**src/rtl/seqdet_pkg.sv**
```systemverilog
package seqdet_pkg;

    localparam int STATE_W = 3;

    typedef enum logic [STATE_W-1:0] {
        ST_IDLE = 3'd0,
        ST_Z    = 3'd1,
        ST_ZO   = 3'd2,
        ST_HIT  = 3'd3,
        ST_O    = 3'd4,
        ST_OZ   = 3'd5,
        ST_HALT = 3'd6
    } seq_state_e;

    // Next state for one sampled bit.
    function automatic seq_state_e step_state(seq_state_e cur, logic bit_in);
        seq_state_e nxt;
        case (cur)
            ST_IDLE: nxt = bit_in ? ST_O  : ST_Z;
            ST_Z:    nxt = bit_in ? ST_ZO : ST_Z;
            ST_ZO:   nxt = bit_in ? ST_O  : ST_HIT;
            ST_HIT:  nxt = bit_in ? ST_ZO : ST_HALT;
            ST_O:    nxt = bit_in ? ST_O  : ST_OZ;
            ST_OZ:   nxt = bit_in ? ST_ZO : ST_HALT;
            ST_HALT: nxt = ST_HALT;
            default: nxt = ST_HALT;
        endcase
        return nxt;
    endfunction

    function automatic logic state_fires(seq_state_e s);
        return (s == ST_HIT);
    endfunction

endpackage

```
**src/rtl/seqdet_next.sv**
```systemverilog
module seqdet_next (
    input  seqdet_pkg::seq_state_e cur,
    input  logic                   din,
    output seqdet_pkg::seq_state_e nxt
);
    always_comb begin
        nxt = seqdet_pkg::step_state(cur, din);
    end
endmodule

```
**src/rtl/seqdet_state_reg.sv**
```systemverilog
module seqdet_state_reg #(
    parameter seqdet_pkg::seq_state_e RESET_STATE = seqdet_pkg::ST_IDLE
) (
    input  logic                   clk,
    input  logic                   rst,
    input  seqdet_pkg::seq_state_e nxt,
    output seqdet_pkg::seq_state_e cur
);
    always_ff @(posedge clk or posedge rst) begin
        if (rst) begin
            cur <= RESET_STATE;
        end else begin
            cur <= nxt;
        end
    end
endmodule

```
**src/rtl/seqdet_out.sv**
```systemverilog
module seqdet_out (
    input  seqdet_pkg::seq_state_e          cur,
    output logic                            detect,
    output logic [seqdet_pkg::STATE_W-1:0]  state_code
);
    always_comb begin
        detect     = seqdet_pkg::state_fires(cur);
        state_code = cur;
    end
endmodule

```
**src/rtl/seqdet_halt.sv**
```systemverilog
module seqdet_halt (
    input  logic       clk,
    input  logic       rst,
    input  logic       din,
    output logic       detect,
    output logic [2:0] state_code
);
    seqdet_pkg::seq_state_e cur_q;
    seqdet_pkg::seq_state_e nxt_d;

    seqdet_next next_i (
        .cur (cur_q),
        .din (din),
        .nxt (nxt_d)
    );

    seqdet_state_reg #(
        .RESET_STATE (seqdet_pkg::ST_IDLE)
    ) reg_i (
        .clk (clk),
        .rst (rst),
        .nxt (nxt_d),
        .cur (cur_q)
    );

    seqdet_out out_i (
        .cur        (cur_q),
        .detect     (detect),
        .state_code (state_code)
    );
endmodule

```
**config.mk**
```make
export PLATFORM = sky130hd
export DESIGN_NAME = seqdet_halt
export DESIGN_NICKNAME = d
export VERILOG_FILES = /design/src/rtl/seqdet_pkg.sv /design/src/rtl/seqdet_next.sv /design/src/rtl/seqdet_state_reg.sv /design/src/rtl/seqdet_out.sv /design/src/rtl/seqdet_halt.sv
export SDC_FILE = /design/constraint.sdc
export NUM_CORES = 1
export LEC_CHECK = 0
export BUFFER_PORTS_ARGS = -buffer_cell sky130_fd_sc_hd__buf_2
export CAP_MARGIN = 20
export CORE_AREA = 4 4 41 43
export CTS_BUF_LIST = sky130_fd_sc_hd__clkbuf_8 sky130_fd_sc_hd__clkbuf_16
export DETAILED_ROUTE_END_ITERATION = 6
export DIE_AREA = 0 0 45 47
export GPL_TIMING_DRIVEN = 0
export PLACE_DENSITY_LB_ADDON = 0.15
export SLEW_MARGIN = 5
export SYNTH_ARGS = -nofsm -noshare
export SYNTH_HDL_FRONTEND = slang
export SYNTH_SLANG_ARGS = --single-unit
```
**constraint.sdc**
```tcl
create_clock -name clk -period 0.9 [get_ports clk]
set_clock_uncertainty 0.2 [all_clocks]
set_input_delay 0.18 -clock clk [delete_from_list [all_inputs] [get_ports clk]]
set_output_delay 0.18 -clock clk [all_outputs]
set_load 0.01 [all_outputs]
```
==> results of run 1 <==
## cells by family (layout without fill, tap and decap cells)
family / Yosys count / in the layout / share of synthesized area
AOI/OAI and AO/OA: 6 / 6 / 0.252
DFF: 3 / 3 / 0.504
and+or+nand+nor: 6 / 6 / 0.168
buffers and inverters: 3 / 20 / 0.0756
## metrics by stage
stage	util	setup slack (ns)	hold slack, ns	setup TNS, ns	area, sq um
2_1_floorplan	-	-0.0946	-0.266	-0.304	154
3_3_place_gp	0.156	-0.167	-0.156	-0.612	203
3_5_place_dp	0.156	-0.169	-0.152	-0.613	203
4_1_cts	0.233	-0.348	0.0302	-1.74	303
5_1_grt	0.259	-0.385	0.0532	-2.14	337
6_report	0.259	-0.348	0.0322	-1.87	337
## worst paths after layout
kind	endpoint	slack, ns
max in group asynchronous	reg_i.cur[2]	0.20
setup reg to reg	reg_i.cur[1]	-0.27
setup / recovery	detect	-0.35
min in group asynchronous	reg_i.cur[0]	0.17
hold reg to reg	reg_i.cur[0]	0.51
hold / removal	reg_i.cur[0]	0.03
## synthesized netlist by cell type
cell / instances
o21ai_1: 2
dfrtp_1: 3
o21ai_0: 1
nor2_1: 3
nor2_2: 1
nand2_1: 2
inv_2: 1
a21oi_1: 2
inv_1: 2
a22oi_2: 1
## power by group through the flow
| stage | sequential [mW] | clock, mW | combinational (mW) |
|---|---|---|---|
| 2_1_floorplan | 0.186 | 0 | 0.0443 |
| 3_3_place_gp | 0.181 | 0 | 0.0879 |
| 3_5_place_dp | 0.181 | 0 | 0.0880 |
| 4_1_cts | 0.178 | 0.390 | 0.122 |
| 5_1_grt | 0.180 | 0.395 | 0.175 |
| 6_report | 0.177 | 0.379 | 0.155 |
## what timing repair did
action / in CTS / in global routing
hold endpoints to repair: 3 / 0
setup buffers: 4 / 2
setup endpoints to repair: 7 / 7
hold buffers: 1 / 0
resized for setup: 4 / 5
pin swaps: 2 / 2
## worst max-delay path, stage by stage (launching register included)
cell     delay [ns]
dfrtp_2        0.42
nand2_2        0.07
nor2_2         0.03
buf_2          0.13
## per-layer routing
| layer | up-vias | track usage | wire, um |
|---|---|---|---|
| li1 | 92 | - | - |
| met4 | 0 | 0.0702 | 14 |
| met3 | 2 | 0.0230 | 61 |
| met2 | 8 | 0.0819 | 211 |
| met1 | 83 | 0.0436 | 168 |
| met5 | - | 0 | 0 |
## cell type report
| type | instances | area (sq um) | share of cell area |
|---|---|---|---|
| clock inverter | 1 | 3.75 | 0.0112 |
| tap | 15 | 18.8 | 0.0558 |
| sequential | 3 | 77.6 | 0.230 |
| clock buffer | 3 | 41.3 | 0.123 |
| inverter | 3 | 11.3 | 0.0335 |
| multi-input combinational | 12 | 87.6 | 0.260 |
| timing repair buffer | 13 | 96.3 | 0.286 |
==> results.yml, run 1 <==
outcome:
  status: "finished, violations left"
  failed_checks: "setup timing"
cts:
  cts_num_sinks: 3
  cts.clk_slew.worst_paths_ns: 0.03
  clock_path_buffers: 2
  clk_latency_ns: 0.21
  cts_tree: "yes"
  cts_buffers: 3
  cts-root-buf: "clkbuf_8"
  htree_levels: 1
power:
  p_per_area_nw_per_um2: 2110
  pwr-share-seq: 0.249
  combinationalPowerShare: 0.218
  swShare: 0.261
  power_leakage_nw: 0.153
  p_sw_uw: 186
  finalPower_uw: 711
  p_int_uw: 525
  vdd_drop_max_v: 0.000620
  p_clk_frac: 0.533
floorplanning:
  start_util: 0.114
  die_y_um: 47
  placementRows: 13
  coreArea_sq_um: 1300
  die-area_sq_um: 2120
  pin_count: 7
  die_x_um: 45
yosys:
  synth_area_per_cell_sq_um: 8.27
  seq_area_frac_synth: 0.504
  ys_top_cells_by_area: "dfrtp_1, a22oi_2, nor2_1"
  ys_ff_latch: 3
  synth_cell_types: 10
  synth_fp_nets: 21
  synth_cells: 18
  synth_top_cell_by_area: "dfrtp_1"
  yosysWarningCount: 0
  syn_area_sq_um: 149
  yosys.area.top_type_share: 0.504
timing:
  setup_violations: 7
  drv_slew: 0
  worst_slew_pin_slew_ns: 0.141
  hold_viol: 0
  fin_ws_ns: -0.348
  fin_crit_ns: 1.25
  rsz0062_at_grt: "yes"
  max_freq_ghz: 0.801
  slew_headroom: 0.906
  fin_crit_sh: 1.39
setup_path:
  endpoint_kind: "primary output"
  crit_arrival_ns: 0.87
  worstPathMaxFanout: 4
  r2r-start: "reg_i.cur[2]"
  start_kind: "register"
  critical_path_class: "register to primary output"
  required_ns: 0.52
  crit_start: "reg_i.cur[0]"
  r2r_cells: 4
grt:
  grt_pass1_wl_um: 724
  grt_max_degree: 7
  track_usage: 0.0523
  grt_overflow: 0
  antenna_found_initial: 0
  grt_pass1_vias: 189
routing:
  drc: 0
  drt_iter0_markers: 0
  firstDrtPassIters: 1
  routedWlPerCell_um: 9.10
  vias_per_cell: 3.70
  antenna_left: 0
  num_vias: 185
  drt_wl_total_um: 455
finish:
  largest_reg_flops: 3
  post_route_cells_drive_above_1_share: 0.743
  fillers: 153
  nNetsFinal: 39
  layout_commonest_cell: "buf_2"
  final_cell_mix: "buf_2, inv_1, clkbuf_8, buf_6, buf_4"
  fin_cells: 50
  regMostFlops: "reg_i.cur"
  n_antenna_cell: 0
  reg_top3: "reg_i.cur: 3 flops"
  area_growth_pct: 126
job:
  drv_cap: 0
worst_hold_path:
  hold_path_class: "input port to register"
  worstHoldStart: "din"
  min_path_cells: 2
placed_design:
  buffer_ports.inserted: 6
  gp_congestion: 0.580
  dp.cells: 39
  dp_hpwl_um: 273
No activity file was read; power rests on OpenSTA's default activity.
==> run 2, diff against run 1 <==
==> constraint.sdc (replaced) <==
create_clock -name clk -period 0.9 [get_ports clk]
set_clock_uncertainty 0.2 [all_clocks]
set_input_delay 0.09 -clock clk [delete_from_list [all_inputs] [get_ports clk]]
set_output_delay 0.09 -clock clk [all_outputs]
set_load 0.01 [all_outputs]
==> run 2 against run 1 <==
The flow finishes with violations (hold timing, setup timing). Wire length down 10%. Maximum frequency up 8.4%. Combinational power down 9.7%. Non-clock buffer count down 2. First-iteration DRC count unchanged. Count of clock-buffer cells in the layout unchanged. Largest power group unchanged. Cell area down 7.4%. Global-route usage down 0.48 points. Utilization down 1.9 points. Critical path depth down 1. Highest routed layer unchanged. Cell count down 4.0%.
==> results.yml, run 2 (same netlist as run 1, synthesis figures left out) <==
outcome:
  status: "finished, violations left"
  failed_checks: "hold timing, setup timing"
timing:
  whs_ns: -0.0699
  drv_slew: 0
  setup_violations: 7
  fin_ws_ns: -0.251
  rsz0062_at_grt: "yes"
  fin_crit_ns: 1.15
  fin_crit_sh: 1.28
  worst_slew_pin_slew_ns: 0.135
  hold_viol: 2
  max_freq_ghz: 0.869
  slew_headroom: 0.910
routing:
  firstDrtPassIters: 1
  num_vias: 174
  vias_per_cell: 3.63
  drt_wl_total_um: 409
  drt_iter0_markers: 0
  antenna_left: 0
  routedWlPerCell_um: 8.52
  drc: 0
grt:
  grt-busiest-layer: "met4"
  track_usage: 0.0475
  grt_overflow: 0
  grt_pass1_vias: 162
  grt_pass1_wl_um: 607
  antenna_found_initial: 0
  groute.layer.met3.usage: 0.0153
  met2_usage: 0.0621
  grt_util_met1: 0.0436
  grt_max_degree: 7
floorplanning:
  start_util: 0.114
  die-area_sq_um: 2120
  placementRows: 13
  die_x_um: 45
  pin_count: 7
  coreArea_sq_um: 1300
  die_y_um: 47
power:
  combinationalPowerShare: 0.202
  p_per_area_nw_per_um2: 2230
  p_int_uw: 520
  pwr-share-seq: 0.252
  p_sw_uw: 173
  vdd_drop_max_v: 0.000614
  swShare: 0.250
  finalPower_uw: 693
  power_leakage_nw: 0.143
  p_clk_frac: 0.546
finish:
  area_growth_pct: 109
  layout_commonest_cell: "buf_2"
  final_cell_mix: "buf_2, inv_1, nor2_1, clkbuf_8, buf_6"
  reg_top3: "reg_i.cur: 3 flops"
  nNetsFinal: 37
  largest_reg_flops: 3
  utilization: 0.239
  post_route_cells_drive_above_1_share: 0.606
  regMostFlops: "reg_i.cur"
  n_antenna_cell: 0
setup_path:
  r2r_cells: 4
  worstPathMaxFanout: 4
  critical_path_class: "register to primary output"
  start_kind: "register"
  crit_arrival_ns: 0.86
  endpoint_kind: "primary output"
  required_ns: 0.61
placed_design:
  buffer_ports.inserted: 6
  dp_hpwl_um: 261
  gp_congestion: 0.672
cts:
  cts_num_sinks: 3
  clock_path_buffers: 2
  cts_tree: "yes"
  clk_latency_ns: 0.21
  htree_levels: 1
  hold_buffers: 1
  cts-root-buf: "clkbuf_8"
  cts_buffers: 3
  cts.clk_slew.worst_paths_ns: 0.03
worst_hold_path:
  hold_path_class: "input port to register"
  min_path_cells: 2
job:
  drv_cap: 0
==> run 2: cell types whose count changed in the layout (fill, tap and decap cells not counted) <==
cell,before,now
nand2_1,1,2
a21oi_1,0,1
a21oi_2,2,1
nor2_2,1,0
o21ai_2,2,1
buf_4,3,2
o21ai_1,1,2
buf_2,6,5
nand2_2,1,0
nor2_1,2,3
==> run 2: through the flow <==
stage               area [sq um]  setup TNS, ns  hold slack (ns)  setup WS, ns  instances
global placement             200         -0.336           -0.244        -0.102         39
floorplan                    151         -0.236           -0.356       -0.0802         18
global route                 312          -1.58          -0.0483        -0.313         48
CTS                          294          -1.30          -0.0722        -0.265         47
finish                       312          -1.33          -0.0699        -0.251         48
detailed placement           200         -0.346           -0.246        -0.106         39
==> run 2: power groups by stage <==
stage	sequential [mW]	clock, mW	combinational (mW)
floorplan	0.186	0	0.0433
global placement	0.180	0	0.0872
detailed placement	0.181	0	0.0859
CTS	0.175	0.395	0.119
global route	0.178	0.402	0.155
finish	0.175	0.379	0.140
==> run 2: worst paths after layout <==
kind	start	end	slack, ns
worst max-delay path	reg_i.cur[0]	state_code[0]	-0.25
min in group asynchronous	rst	reg_i.cur[1]	0.07
max in group asynchronous	rst	reg_i.cur[0]	0.29
worst min register to register	reg_i.cur[1]	reg_i.cur[1]	0.39
worst max register to register	reg_i.cur[0]	reg_i.cur[0]	-0.19
worst min-delay path	din	reg_i.cur[0]	-0.07
==> run 2: what timing repair did <==
| item | 4_1_cts | 5_1_grt |
|---|---|---|
| endpoints found under the hold margin | 5 | 2 |
| gates resized for setup | 4 | 2 |
| endpoints found under the setup margin | 7 | 7 |
| buffers inserted | 3 | 1 |
| pin swaps | 3 | 0 |
==> run 2: area by class of cell <==
class | count | area, sq um
fill | 159 | 990
clock inverter | 1 | 3.75
inverter | 3 | 11.3
multi-input combinational | 12 | 75.1
sequential | 3 | 77.6
clock buffer | 3 | 41.3
timing repair buffer | 11 | 83.8
tap | 15 | 18.8
==> run 2: routing by layer <==
| metal | vias to the layer above | share of wire |
|---|---|---|
| met1 | 77 | 0.39 |
| met2 | 7 | 0.45 |
| met3 | 2 | 0.095 |
| li1 | 88 | - |
| met5 | - | 0 |
| met4 | 0 | 0.051 |
==> run 2: critical path, cell delays in order (launching register included) <==
cell and delay (ns):
dfrtp_2 0.42, buf_6 0.12, buf_6 0.11
